$ cat src/rtl/cmp_event_router.sv
module cmp_event_router #(
  parameter int CTRL_W      = 16,
  parameter int MODE_BIT    = 15,
  parameter int SWRUN_BIT   = 9,
  parameter int DIR_W       = 8,
  parameter int NEG_DIR_BIT = 4,
  parameter int POS_DIR_BIT = 5,
  parameter int SYNC_STAGES = 2
) (
  input  logic              clk,
  input  logic              rst_n,
  input  logic              pin_d1,
  input  logic              pin_d4,
  input  logic              pin_d5,
  input  logic              cmp_hi,
  input  logic [CTRL_W-1:0] ctrl_reg,
  input  logic [DIR_W-1:0]  port_dir,
  output logic              cond_flag,
  output logic              irq_rise,
  output logic              irq_fall,
  output logic              timer_run,
  output logic              dir_conflict
);

  localparam int NSIG = 4;
  localparam int LAST = SYNC_STAGES - 1;

  logic [NSIG-1:0] raw;
  logic [NSIG-1:0] sync_q [SYNC_STAGES];
  logic            s_d1, s_d4, s_d5, s_cmp;
  logic            mode, sw_run, mode_q, mode_chg;
  logic            rise_src, fall_src, rise_hist, fall_hist;
  logic            rise_evt, fall_evt, hw_run;

  assign raw = {cmp_hi, pin_d5, pin_d4, pin_d1};

  always_ff @(posedge clk or negedge rst_n) begin
    if (!rst_n) begin
      for (int i = 0; i < SYNC_STAGES; i++) sync_q[i] <= '0;
    end else begin
      sync_q[0] <= raw;
      for (int i = 1; i < SYNC_STAGES; i++) sync_q[i] <= sync_q[i-1];
    end
  end

  assign {s_cmp, s_d5, s_d4, s_d1} = sync_q[LAST];

  assign mode     = ctrl_reg[MODE_BIT];
  assign sw_run   = ctrl_reg[SWRUN_BIT];
  assign mode_chg = mode ^ mode_q;

  assign rise_src = mode ? s_cmp : s_d4;
  assign fall_src = mode ? s_cmp : s_d5;
  assign rise_evt = ~mode_chg & rise_src & ~rise_hist;
  assign fall_evt = ~mode_chg & ~fall_src & fall_hist;

  always_ff @(posedge clk or negedge rst_n) begin
    if (!rst_n) begin
      mode_q    <= 1'b0;
      rise_hist <= 1'b0;
      fall_hist <= 1'b0;
      irq_rise  <= 1'b0;
      irq_fall  <= 1'b0;
      hw_run    <= 1'b0;
    end else begin
      mode_q    <= mode;
      rise_hist <= rise_src;
      fall_hist <= fall_src;
      irq_rise  <= rise_evt;
      irq_fall  <= fall_evt;
      if (!mode)
        hw_run <= 1'b0;
      else if (!sw_run) begin
        if (fall_evt)      hw_run <= 1'b1;
        else if (rise_evt) hw_run <= 1'b0;
      end
    end
  end

  assign cond_flag    = mode ? s_cmp : s_d1;
  assign timer_run    = sw_run | (mode & hw_run);
  assign dir_conflict = mode & (port_dir[NEG_DIR_BIT] | port_dir[POS_DIR_BIT]);

  AST_RISE_ONE_CYCLE: assert property (@(posedge clk) disable iff (!rst_n)
    irq_rise |=> !irq_rise);
  AST_FALL_ONE_CYCLE: assert property (@(posedge clk) disable iff (!rst_n)
    irq_fall |=> !irq_fall);
  AST_SWITCH_QUIET: assert property (@(posedge clk) disable iff (!rst_n)
    (mode != $past(mode)) |=> (!irq_rise && !irq_fall));
  AST_LATCH_OFF: assert property (@(posedge clk) disable iff (!rst_n)
    !mode |=> !hw_run);
  AST_HW_START: assert property (@(posedge clk) disable iff (!rst_n)
    (irq_fall && $past(mode) && !$past(sw_run)) |-> hw_run);
  AST_HW_STOP: assert property (@(posedge clk) disable iff (!rst_n)
    (irq_rise && $past(mode) && !$past(sw_run)) |-> !hw_run);

endmodule

$ cat config.mk
export PLATFORM = sky130hd
export DESIGN_NAME = cmp_event_router
export DESIGN_NICKNAME = d
export VERILOG_FILES = /design/src/rtl/cmp_event_router.sv
export SDC_FILE = /design/constraint.sdc
export NUM_CORES = 1
export LEC_CHECK = 0
export BUFFER_PORTS_ARGS = -buffer_cell sky130_fd_sc_hd__buf_4
export CAP_MARGIN = 40
export CELL_PAD_IN_SITES_DETAIL_PLACEMENT = 0
export CELL_PAD_IN_SITES_GLOBAL_PLACEMENT = 2
export CORE_MARGIN = 2
export CORE_UTILIZATION = 23
export CTS_CLUSTER_SIZE = 30
export DETAILED_ROUTE_END_ITERATION = 10
export PLACE_DENSITY = 0.81
export SLEW_MARGIN = 0
export SYNTH_ARGS = -nofsm -noshare
export SYNTH_HDL_FRONTEND = slang
export SYNTH_SLANG_ARGS = --single-unit
$ cat constraint.sdc
create_clock -name clk -period 2.8 [get_ports clk]
set_input_delay 0.56 -clock clk [delete_from_list [all_inputs] [get_ports clk]]
set_output_delay 0.56 -clock clk [all_outputs]
set_load 0.1 [all_outputs]
==> results list, run 1 <==
- The flow ran to the end, and the final reports show no timing, DRC or antenna violations.
* Leakage power figure: 0.000321 µW
- At the end of routability-driven placement, the weighted congestion stood at 0.672.
- Area share of the largest cell type after synthesis: 72.9%
- Dominant cells by area after synthesis: dfrtp_1, o311ai_2, o21ai_0
- The final layout contains routed wiring with a total length of 718 µm.
- Wire length of the first global-routing pass: 1.12 mm
- Quantity of I/O buffers inserted on ports: 14
- Synthesized instance count: 34
* Fraction of the cycle the final worst path needs: 63.2%
- Antenna violations before repair: 0
- Flop and latch count out of synthesis: 14
- Among cell families on the critical path, the largest total delay comes from buffers and inverters.
* Number of violations reported at the end of detailed-routing iteration 0: 3
* # Max-Cap Violations: 0
* Pre-antenna DRT Iters: 2
* CP cell instances: buf_4 > nand2_2 > o21ai_1 > buf_4
* Cts-stage hold buffer count: 0
* Cell type contributing the most total cell area after synthesis: dfrtp_1
- Final setup vio count: 0
- TritonCTS clock tree: yes
- The cell that appears most often on the critical path is buf_4.
- Post-detailed-route count of antenna-violating nets: 0
* Transition time of the tightest slew-check pin: 278 ps
* RSZ-0062 raised after global routing: false
- The die covers 2470 µm².
- Post-Route Hold Slack: 114 ps
* Synthesized Nets: 64
- P per Cell Area: 650 nW/µm²
* Global route overflow: 0
- Starting density of the core: 24.5%
- The Yosys step of the flow raised 0 warnings.
* Worst endpoint data arrival time: 1210 ps
- The final max-slew violation count came to 0.
- The number of different library cells used by synthesis comes to 15.
- Total routing resource utilization after global routing: 6.64%
- For the final routed database, the setup TNS stands at 0 ps.
- 35 I/O pins were placed.
* Worst IR Drop VDD: 356 µV
- CTS built an H-tree with a depth of 1.
- Relative contribution of sequential cells to total power: 51.4%
- Proportion of layout cells with a drive suffix above 1: 41.2%
- For this run, the register share of the synthesized area comes to 72.9%.
- The number of hold-slack violations in the final timing report is 0.
- Sw frac: 26.4%
* Required time of the critical path: 2240 ps
- Derived from the worst setup path, the maximum achievable clock frequency is 0.565 GHz.
* Skew-Pair Late Insertion Delay: 270 ps
* Avg Synthesized Cell Area: 14.1 µm²
- In this design, the stage delay of the slowest critical-path cell is 300 ps.
- Num rows: 16
- Total number of vias: 315
- Number of cells upsized or downsized after cts: 0
- Total power for the finished layout comes to 421 µW.
- Among all stages on the critical path, the largest delay is contributed by buf_4.
- By startpoint and endpoint, the worst setup path is classified as in2out.
- Portion of total power attributed to the clock network: 33.1%
- Number of buffer and inverter instances along the worst setup path: 2
- Between clock sinks in the finished design, the worst skew comes to 5.51 ps.
- Sw power: 111 µW
- Area growth, synth to finish: 34.9%
* Width of the die: 49.7 µm
* Synth Cell Area: 480 µm²
- Entering global routing, the biggest net connects 15 pins.
- Maximum number of buffers from clock root to sink: 2
- The tree built by TritonCTS fans out to 14 sinks.
- Summing all placed instances gives a cell area of 612 µm².
- Number of remaining DRC errors: 0
* Part of the power in combinational logic: 15.6%
* Number of diodes added for antenna fixing: 0
- Vias in the first global route: 256
- Time the worst path needs with I/O delays and setup: 1770 ps
- Number of buffers added by the clock tree synthesis step: 3
* Max-Slew Margin vs Limit: 81.6%
- Dividing the detail-routed wire length by the instance count gives 9.21 µm.
- Buffer type at the clock tree root: clkbuf_4
- Internal power comes to 310 µW.
- Count of buffers added by post-CTS timing repair for setup: 0
- The worst hold path belongs to the class in2async.
- Post-route cell area: 648 µm²
- Nets: 82
- Critical Path End Type: output port
* Clock transition at the register clock pins on the worst setup and hold paths after CTS: 80 ps
* Category of the worst setup path launch point: input port
- Post-DR vias/cell: 4.04
- Critical Path Fanout Max: 12
- Die Y: 49.7 µm
* Core region area: 1960 µm²
logic make-up after synthesis:
family          count (synthesis)  synth area share (%)
compound gates                  8                  12.8
buf+inv                         5                  4.69
flops                          14                  72.9
simple gates                    7                  9.64
through the flow:
step                      util [%]  std cells  setup WS, ps
final                         33.0         78          1030
after global placement        31.2         74          1010
after global routing          33.0         78           969
after detailed placement      31.2         74          1010
after CTS                     33.0         78          1010
after floorplan                  -         34           180
path summary, 6_finish.rpt:
check | to | cells after the start | from | slack (ps)
worst min-delay path | irq_fall$_DFF_PN0_ | 1 | rst_n | 110
worst max-delay path | cond_flag | 4 | ctrl_reg[15] | 1030
worst max register to register | hw_run$_DFFE_PN0P_ | 3 | rise_hist$_DFF_PN0_ | 1730
min in group clk | s_cmp$_DFF_PN0_ | 0 | sync_q[7]$_DFF_PN0_ | 350
max in group asynchronous | s_d4$_DFF_PN0_ | 1 | rst_n | 2520
worst min register to register | s_cmp$_DFF_PN0_ | 0 | sync_q[7]$_DFF_PN0_ | 350
cell usage after synthesis, drive strengths merged:
master / n
o311ai: 1
dfrtp: 14
inv: 4
buf: 1
or2: 1
and3b: 1
nand2: 2
a21o: 1
nand4b: 1
or4: 1
o31ai: 1
o21ai: 3
o21a: 2
nor3: 1
final cells by class:
type	instances	area (µm²)
fillers	224	1310
well taps	27	33.8
flip-flops and latches	14	350
multi-input cells	15	108
clock buffers	4	36.3
repair buffers	14	105
inverters	4	15.0
power groups by stage:
stage | logic, µW | clock network, µW | registers [µW]
floorplan | 33.1 | 0 | 231
global placement | 65.6 | 0 | 220
detailed placement | 66.5 | 0 | 221
CTS | 66.6 | 146 | 217
global route | 69.3 | 155 | 218
finish | 65.5 | 139 | 216
routing by layer:
metal | wire length, µm | GRT usage [%] | vias up
met1 | 297 | 7.80 | 148
met2 | 333 | 9.11 | 17
li1 | - | - | 150
met3 | 88 | 4.85 | 0
met5 | 0 | 0 | -
met4 | 0 | 2.78 | 0
layout by cell type (no fill, tap or decap), drive strengths merged:
cell     n
o311ai   1
dfrtp   14
o21a     2
and3b    1
nor3     1
or4      1
a21o     1
inv      4
o21ai    3
or2      1
buf     14
nand2    2
nand4b   1
clkbuf   4
o31ai    1
registers in the layout (all words and copies together), names as in the netlist:
name and flops:
rise_hist 1, irq_rise 1, s_d4 1, s_d5 1, hw_run 1, fall_hist 1, sync_q 4, irq_fall 1
s_cmp 1, mode_q 1, s_d1 1
(Power assumes the default switching activity.)
==> run 2: changes to the inputs <==
CORE_UTILIZATION = 19   (was 23)
PLACE_DENSITY = 0.72   (was 0.81)
clock period = 1.5 ns   (was 2.8 ns; I/O delays follow)
==> results list, run 2 (synthesis results as in run 1) <==
- Walking the worst path, the cells encountered are nand2_2 > o21ai_4 > buf_4.
- Total routing resource utilization after global routing: 6.57%
- Post-route cell area: 673 µm²
- The first global-routing pass estimated 1.30 mm of wire.
- Largest clock skew in the final design: 1.44 ps
* Antenna violations before repair: 0
* P per Cell Area: 1180 nW/µm²
- Post-DR vias/cell: 3.87
- Area growth, synth to finish: 40.1%
- The clock reaches the later pin of the worst-skew pair after 270 ps.
- Proportion of layout cells with a drive suffix above 1: 42.3%
- In this run the post-CTS setup repair buffer count came out at 0.
- The worst setup path is captured at an output port.
* Met2 Use GR: 10.2%
- Fin cells: 82
* Post-detailed-route count of antenna-violating nets: 0
- GR peak layer: met2
* Worst IR Drop VDD: 600 µV
- Core region area: 2430 µm²
- By startpoint and endpoint, the worst setup path is classified as reg2out.
* Mean routed wirelength per cell: 9.32 µm
- Required time of the critical path: 1200 ps
- Setup repair after global routing left no endpoint under its margin.
* Final setup vio count: 0
- Ranked by flip-flop count, first place goes to sync_q.
* Fraction of the cycle the final worst path needs: 93.9%
* Time the worst path needs with I/O delays and setup: 1410 ps
- Width of the die: 54.3 µm
* Quantity of I/O buffers inserted on ports: 14
- Setup total negative slack on the finished layout was measured at 0 ps.
- Number of violations reported at the end of detailed-routing iteration 0: 5
- Slowest cell on the critical path: dfrtp_1
* Leakage power figure: 0.000328 µW
- In this run the deepest clock path goes through 2 buffers.
- Flip-flop count of the largest register after layout: 4
* Inst Count DP: 77
- TritonCTS built the clock tree.
- Die Area: 2950 µm²
- Vias in the first global route: 316
* Met1 track utilization from global routing: 7.20%
- Highest Clock Rate: 0.710 GHz
- Post-placement setup slack: 217 ps
- After legalization and detailed placement, the total HPWL measured 557 µm.
- Pin count of the biggest net entering global routing: 15
- In the post-route analysis, the smallest setup slack over all paths is 91.5 ps.
- # Max-Cap Violations: 0
* Max Transition Viols Final: 0
- Pre-antenna DRT Iters: 4
* Global-route met3 utilization: 4.92%
* Nets: 83
- After clock tree synthesis, the clock-pin slew on the worst setup and hold paths is 80 ps.
* Status: complete, no violations
* Category of cells accounting for the largest share of critical-path delay: flip-flops
* Global route overflow: 0
- Critical Path Fanout Max: 5
* Minimum setup slack among reg-to-reg paths: 440 ps
- The tree is rooted in a clkbuf_4.
* I/O pin cnt: 35
* Worst endpoint data arrival time: 1110 ps
* Number of remaining DRC errors: 0
- Placed cell area: 627 µm²
* Die Y: 54.3 µm
* Tightest Hold Check Type: in2reg
* Utilization after layout: 27.7%
* Max-Slew Margin vs Limit: 81.6%
- Starting density of the core: 19.8%
- Category of the worst setup path launch point: register
* Final wirelength: 764 µm
* Count of final hold-check violations: 0
- RePlAce Congestion: 0.740
* Number of buffer and inverter instances along the worst setup path: 1
- The final route contains 317 vias.
* Highest-count cells in the layout ignoring fill and taps: dfrtp_1, buf_4, inv_1, clkbuf_4
- For this design, the sink count on the clock tree is 14.
- The floorplan has 18 rows.
* Number of diodes added for antenna fixing: 0
* Deepest level of the CTS H-tree: 1
- Longest individual stage delay on the worst path: 360 ps
- Counting the buffers created by CTS gives 3.
- Transition time of the tightest slew-check pin: 279 ps
## run 2: per-stage QoR
stage,total power (µW),hold slack [ps]
6_report,795,127
5_1_grt,841,107
4_1_cts,813,112
3_5_place_dp,541,159
3_3_place_gp,538,155
2_1_floorplan,497,4.41
## run 2: path summary, 6_finish.rpt
path,end,start,depth (start not counted)
min in group asynchronous,fall_hist$_DFF_PN0_,rst_n,2
worst max-delay path,cond_flag,s_cmp$_DFF_PN0_,3
max in group asynchronous,sync_q[5]$_DFF_PN0_,rst_n,2
worst min-delay path,sync_q[6]$_DFF_PN0_,pin_d5,1
worst max register to register,hw_run$_DFFE_PN0P_,rise_hist$_DFF_PN0_,3
worst min register to register,s_d5$_DFF_PN0_,sync_q[6]$_DFF_PN0_,0
## run 2: layer usage
layer,vias to the layer above,part of all wire (%)
met2,17,44
met1,148,43
met5,-,0
li1,152,-
met4,0,0
met3,0,13
## run 2: what timing repair did
action,in CTS,in global routing
setup endpoints to repair,0,0
hold endpoints to repair,14,0
hold buffers,1,0
gates resized for setup,0,0
## run 2: cell type report
type | count | area [µm²]
clock buffer | 4 | 36.3
fill | 263 | 1760
inverter | 4 | 15.0
multi-input combinational | 15 | 119
sequential | 14 | 350
tap | 30 | 37.5
timing repair buffer | 15 | 115
## run 2: where the power goes
| part | leakage (µW) | total (µW) | internal, µW | switching, µW |
|---|---|---|---|---|
| clock | 0.0000210 | 262 | 148 | 114 |
| combinational | 0.000137 | 128 | 38.2 | 90.3 |
| sequential | 0.000170 | 405 | 397 | 7.97 |
## run 2: worst register-to-register path: cells and delay by family, from the launching register on
family             cells  cell delay [ps]
AOI/OAI and AO/OA      1              210
DFF                    1              390
and+or+nand+nor        2              350
